===== config.mk =====
export PLATFORM = sky130hd
export DESIGN_NAME = irq_status_unit
export DESIGN_NICKNAME = d
export VERILOG_FILES = /design/src/rtl/isr_pkg.sv /design/src/rtl/isr_event_map.sv /design/src/rtl/isr_bit_cell.sv /design/src/rtl/isr_enable_reg.sv /design/src/rtl/irq_status_unit.sv
export SDC_FILE = /design/constraint.sdc
export NUM_CORES = 1
export LEC_CHECK = 0
export CAP_MARGIN = 30
export CORE_MARGIN = 1.5
export CORE_UTILIZATION = 38
export CTS_BUF_LIST = sky130_fd_sc_hd__clkbuf_8
export DETAILED_ROUTE_END_ITERATION = 8
export MAX_ROUTING_LAYER = met4
export PLACE_DENSITY = 0.85
export SETUP_SLACK_MARGIN = 0.05
export SKIP_LAST_GASP = 1
export SYNTH_ARGS = -nofsm -noshare
export SYNTH_HDL_FRONTEND = slang
export SYNTH_SLANG_ARGS = --single-unit

===== constraint.sdc =====
create_clock -name clk -period 1.5 [get_ports clk]
set_input_delay 0.225 -clock clk [delete_from_list [all_inputs] [get_ports clk]]
set_output_delay 0.225 -clock clk [all_outputs]
set_load 0.02 [all_outputs]

===== src/rtl/isr_pkg.sv =====
package isr_pkg;
   localparam int unsigned ISR_W   = 8;
   localparam int unsigned POS_XA  = 0;
   localparam int unsigned POS_XB  = 1;
   localparam int unsigned POS_BAB = 2;
   localparam int unsigned POS_RSV = 3;
   localparam int unsigned POS_FRM = 4;
   localparam int unsigned POS_CBL = 5;
   localparam int unsigned POS_SHR = 6;
   localparam int unsigned POS_DP  = 7;

   typedef enum logic [1:0] {
      CELL_LATCH = 2'd0,
      CELL_LIVE  = 2'd1,
      CELL_ZERO  = 2'd2
   } cell_kind_e;
endpackage


===== src/rtl/isr_event_map.sv =====
module isr_event_map #(
   parameter int unsigned W       = isr_pkg::ISR_W,
   parameter int unsigned P_XA    = isr_pkg::POS_XA,
   parameter int unsigned P_XB    = isr_pkg::POS_XB,
   parameter int unsigned P_BAB   = isr_pkg::POS_BAB,
   parameter int unsigned P_FRM   = isr_pkg::POS_FRM,
   parameter int unsigned P_CBL   = isr_pkg::POS_CBL,
   parameter int unsigned P_SHR   = isr_pkg::POS_SHR
) (
   input  logic         evt_xfer_a,
   input  logic         evt_xfer_b,
   input  logic         evt_babble,
   input  logic         evt_frame,
   input  logic         evt_cable,
   input  logic         evt_busrst,
   input  logic         evt_resume,
   input  logic         resume_mode,
   output logic [W-1:0] set_vec
);
   always_comb begin
      set_vec        = '0;
      set_vec[P_XA]  = evt_xfer_a;
      set_vec[P_XB]  = evt_xfer_b;
      set_vec[P_BAB] = evt_babble;
      set_vec[P_FRM] = evt_frame;
      set_vec[P_CBL] = evt_cable;
      // shared position: source picked by the mode input
      set_vec[P_SHR] = resume_mode ? evt_resume : evt_busrst;
   end
endmodule


===== src/rtl/isr_bit_cell.sv =====
module isr_bit_cell #(
   parameter isr_pkg::cell_kind_e KIND     = isr_pkg::CELL_LATCH,
   parameter bit                  SET_WINS = 1'b1
) (
   input  logic clk,
   input  logic rst_n,
   input  logic set_i,
   input  logic clr_i,
   input  logic live_i,
   output logic q_o,
   output logic pend_o
);
   generate
      if (KIND == isr_pkg::CELL_LATCH) begin : g_latch
         logic flag_r;
         logic flag_nx;
         if (SET_WINS) begin : g_set_pri
            assign flag_nx = set_i | (flag_r & ~clr_i);
         end else begin : g_clr_pri
            assign flag_nx = (flag_r | set_i) & ~clr_i;
         end
         always_ff @(posedge clk) begin
            if (!rst_n) flag_r <= 1'b0;
            else        flag_r <= flag_nx;
         end
         assign q_o    = flag_r;
         assign pend_o = flag_r;
         logic unused_live;
         assign unused_live = live_i;
      end else if (KIND == isr_pkg::CELL_LIVE) begin : g_live
         assign q_o    = live_i;
         assign pend_o = 1'b0;
         logic unused_in;
         assign unused_in = ^{clk, rst_n, set_i, clr_i};
      end else begin : g_zero
         assign q_o    = 1'b0;
         assign pend_o = 1'b0;
         logic unused_in;
         assign unused_in = ^{clk, rst_n, set_i, clr_i, live_i};
      end
   endgenerate
endmodule


===== src/rtl/isr_enable_reg.sv =====
module isr_enable_reg #(
   parameter int unsigned    W    = isr_pkg::ISR_W,
   parameter logic [W-1:0]   MASK = '1
) (
   input  logic         clk,
   input  logic         rst_n,
   input  logic         wr_i,
   input  logic [W-1:0] data_i,
   output logic [W-1:0] en_o
);
   logic [W-1:0] en_r;
   always_ff @(posedge clk) begin
      if (!rst_n)    en_r <= '0;
      else if (wr_i) en_r <= data_i & MASK;
   end
   assign en_o = en_r;
endmodule


===== src/rtl/irq_status_unit.sv =====
module irq_status_unit #(
   parameter int unsigned STAT_W     = isr_pkg::ISR_W,
   parameter int unsigned LIVE_POS   = isr_pkg::POS_DP,
   parameter int unsigned RSV_POS    = isr_pkg::POS_RSV,
   parameter int unsigned SHARED_POS = isr_pkg::POS_SHR,
   parameter bit          SET_WINS   = 1'b1
) (
   input  logic              clk,
   input  logic              rst_n,
   input  logic              evt_xfer_a,
   input  logic              evt_xfer_b,
   input  logic              evt_babble,
   input  logic              evt_frame,
   input  logic              evt_cable,
   input  logic              evt_busrst,
   input  logic              evt_resume,
   input  logic              resume_mode,
   input  logic              line_dp,
   input  logic              wr_stat,
   input  logic              wr_en,
   input  logic [STAT_W-1:0] wr_data,
   output logic [STAT_W-1:0] stat_q,
   output logic [STAT_W-1:0] en_q,
   output logic              irq
);
   localparam logic [STAT_W-1:0] ONE_HOT1 = {{(STAT_W-1){1'b0}}, 1'b1};
   localparam logic [STAT_W-1:0] EN_MASK  =
      ~((ONE_HOT1 << LIVE_POS) | (ONE_HOT1 << RSV_POS));

   generate
      if (STAT_W != isr_pkg::ISR_W) begin : g_bad_width
         $error("irq_status_unit: STAT_W must equal the package width");
      end
      if (LIVE_POS >= STAT_W || RSV_POS >= STAT_W || SHARED_POS >= STAT_W) begin : g_bad_pos
         $error("irq_status_unit: bit position out of range");
      end
      if (LIVE_POS == RSV_POS || LIVE_POS == SHARED_POS || RSV_POS == SHARED_POS) begin : g_pos_clash
         $error("irq_status_unit: special bit positions overlap");
      end
   endgenerate

   logic [STAT_W-1:0] set_vec;
   logic [STAT_W-1:0] clr_vec;
   logic [STAT_W-1:0] pend_vec;

   isr_event_map #(
      .W     (STAT_W),
      .P_SHR (SHARED_POS)
   ) u_map (
      .evt_xfer_a  (evt_xfer_a),
      .evt_xfer_b  (evt_xfer_b),
      .evt_babble  (evt_babble),
      .evt_frame   (evt_frame),
      .evt_cable   (evt_cable),
      .evt_busrst  (evt_busrst),
      .evt_resume  (evt_resume),
      .resume_mode (resume_mode),
      .set_vec     (set_vec)
   );

   assign clr_vec = {STAT_W{wr_stat}} & wr_data;

   generate
      for (genvar gi = 0; gi < STAT_W; gi++) begin : g_cell
         localparam isr_pkg::cell_kind_e K =
            (gi == LIVE_POS) ? isr_pkg::CELL_LIVE :
            (gi == RSV_POS)  ? isr_pkg::CELL_ZERO : isr_pkg::CELL_LATCH;
         isr_bit_cell #(
            .KIND     (K),
            .SET_WINS (SET_WINS)
         ) u_cell (
            .clk    (clk),
            .rst_n  (rst_n),
            .set_i  (set_vec[gi]),
            .clr_i  (clr_vec[gi]),
            .live_i (line_dp),
            .q_o    (stat_q[gi]),
            .pend_o (pend_vec[gi])
         );
      end
   endgenerate

   isr_enable_reg #(
      .W    (STAT_W),
      .MASK (EN_MASK)
   ) u_en (
      .clk    (clk),
      .rst_n  (rst_n),
      .wr_i   (wr_en),
      .data_i (wr_data),
      .en_o   (en_q)
   );

   assign irq = |(pend_vec & en_q);
endmodule


==> out/qor.txt <==
Status: completed
Mean post-synth cell area: 10.4 um^2
CTS tree: done
WP buf/inv: 1
Sequential power share: 0.404
Setup TNS: 0 ns
F_max: 701 MHz
Port buffer count: 30
GRT overflow: 0
Maximum buffer depth of the clock tree: 2
Lkg Pwr: 0.000453 uW
Synth async-reset ratio: 0
Via Count: 441
Die X-Extent: 41.5 um
Clock power frac: 0.390
Placement Setup Slack: 0.131 ns
Via density per instance: 4.74
Top delay family on crit path: buffers and inverters
Area Growth Syn to Fin: 55.9%
Pins over their slew limit: 0
Switch share: 0.231
Yosys reg bits: 12
Initial Util: 0.421
Top-count cell post-synth: dfxtp_1
Die area: 0.00172 mm^2
FF-to-FF Start: g_cell[5].u_cell.pend_o
Final Setup Violations: 0
Hold Path Origin: line_dp
Largest area contributor in the netlist: dfxtp_1
Max cap viols: 0
Register area share after synthesis: 0.428
Post-DP HPWL: 943 um
RSZ-0062 raised after global routing: false
Placed insts: 89
Final ANT Viol Nets: 0
DR iter-0 viols: 4
Setup crit start: u_en.en_o[1]
Top cells by count, synth: dfxtp_1, buf_4
Gate count after technology mapping: 54
CP max-delay cell: clkdlybuf4s50_1
Top-level I/O count: 38
FP Rows: 13
PwrDens: 1000 mW/mm^2
Critical path class: flop to output port
Mapped cell area: 562 um^2
Gp weighted congestion: 0.795
Worst-path clk slew: 0.05 ns
Pin count of the biggest net entering global routing: 13
Final Core Density: 0.657
Hold path depth: 0
Crit path DAT: 1.20 ns
Ratio of cells with drive above 1 in the final layout: 0.0641
Worst-path cell chain: clkdlybuf4s50_1
Pint: 675 uW
GR Util All Layers: 0.160
Fin nets: 100
Synth top area cells: dfxtp_1, buf_4, mux2i_1
Vias in the first global route: 451
CTS buffer count: 3
Sw Pwr: 203 uW
R2R depth: 2
CTS sink count: 12
Critical Path RT: 1.27 ns
Register area: 240 um^2
Maximum VDD drop: 0.825 mV
Worst Setup End Kind: output port
Initial antenna violation count: 0
First-pass GRT wire length: 2010 um
Clock root cell: clkbuf_8
Routed wire length: 1200 um
H-tree levels: 1
Fillers: 111
Gr busiest metal: met2
CTS Hold Bufs: 0
Detailed-route wire length per cell: 12.9 um
Die H: 41.5 um
Post-CTS Setup Bufs: 0
Met3 usage: 0.0391
Yosys cell types: 11
# resized after CTS: 1
Number of remaining DRC errors: 0
Crit share post-route: 0.951
Grt met2 use: 0.275
Startpoint Class: flop
Hold Crit Class: input port to output port
Clk_lat worst skew: 0.23 ns
Final worst slack: 0.0742 ns
Crit-path max cell delay: 0.61 ns
Comb pwr share: 0.206
First-pass DRT Iterations: 4
Min Tclk post-route: 1.43 ns
Main synth FF type: dfxtp_1
M1 GR Usage: 0.162
CP max FO: 3
Multi-input logic area: 241 um^2
Yosys warnings: 0
CORE AREA: 0.00133 mm^2
Final Skew: 0 ns
Final count of hold timing violations: 0
Total stage count of the critical path: 1
Synth top area share: 0.428
EDFF count, synth: 0
Antenna Cells: 0
Final std cells w/o fill: 93
-- power by group through the flow --
stage                     Sequential, uW  Clock, uW  Combinational [uW]
after floorplan                      371          0                 100
after global placement               361          0                 184
after global routing                 358        362                 194
final                                355        342                 181
after detailed placement             363          0                 186
after CTS                            356        349                 185
-- cell type report --
class                      instances  share of cell area
timing repair buffer              30               0.366
clock buffer                       4              0.0629
sequential                        12               0.274
multi-input combinational         32               0.276
tap                               15              0.0214
-- state kept, by name, indices dropped and copies added (netlist names) --
register and count:
u_en.en_o 6, g_cell.u_cell.pend_o 6
-- per-stage QoR --
stage / total power, uW / instance area, um^2 / hold WS [ns]
final: 879 / 876 / 0.450
after global routing: 914 / 876 / 0.450
after CTS: 890 / 855 / 0.450
after detailed placement: 549 / 801 / 0.450
after global placement: 545 / 801 / 0.450
after floorplan: 471 / 569 / 0.349
-- final timing paths --
check,endpoint,slack (ns)
max,en_q[1],0.07
min,stat_q[7],0.45
max reg2reg,g_cell[5].u_cell.pend_o,0.76
min reg2reg,u_en.en_o[4],0.55
-- kinds of logic after synthesis --
family	after synthesis	synth area share
buf+inv	12	0.156
flops	12	0.428
compound gates	15	0.200
mux	7	0.134
simple gates	7	0.0757
other cells	1	0.00668
-- per-layer routing --
| metal | part of all wire | wire length, um |
|---|---|---|
| met2 | 0.54 | 650 |
| met5 | 0 | 0 |
| met1 | 0.41 | 485 |
| met3 | 0.051 | 61 |
| met4 | 0 | 0 |
-- cells in the final DEF (no fill, tap or decap) --
master | netlist | layout
nor2b_1 | 6 | 6
clkdlybuf4s15_1 | 0 | 1
mux2_4 | 1 | 1
conb_1 | 1 | 3
clkbuf_8 | 0 | 4
dfxtp_1 | 12 | 12
mux2i_1 | 6 | 6
a21boi_0 | 6 | 6
a22oi_1 | 3 | 3
o21a_1 | 6 | 6
nand3_1 | 1 | 1
clkdlybuf4s50_1 | 0 | 21
dlymetal6s2s_1 | 0 | 8
(Power assumes the default switching activity.)
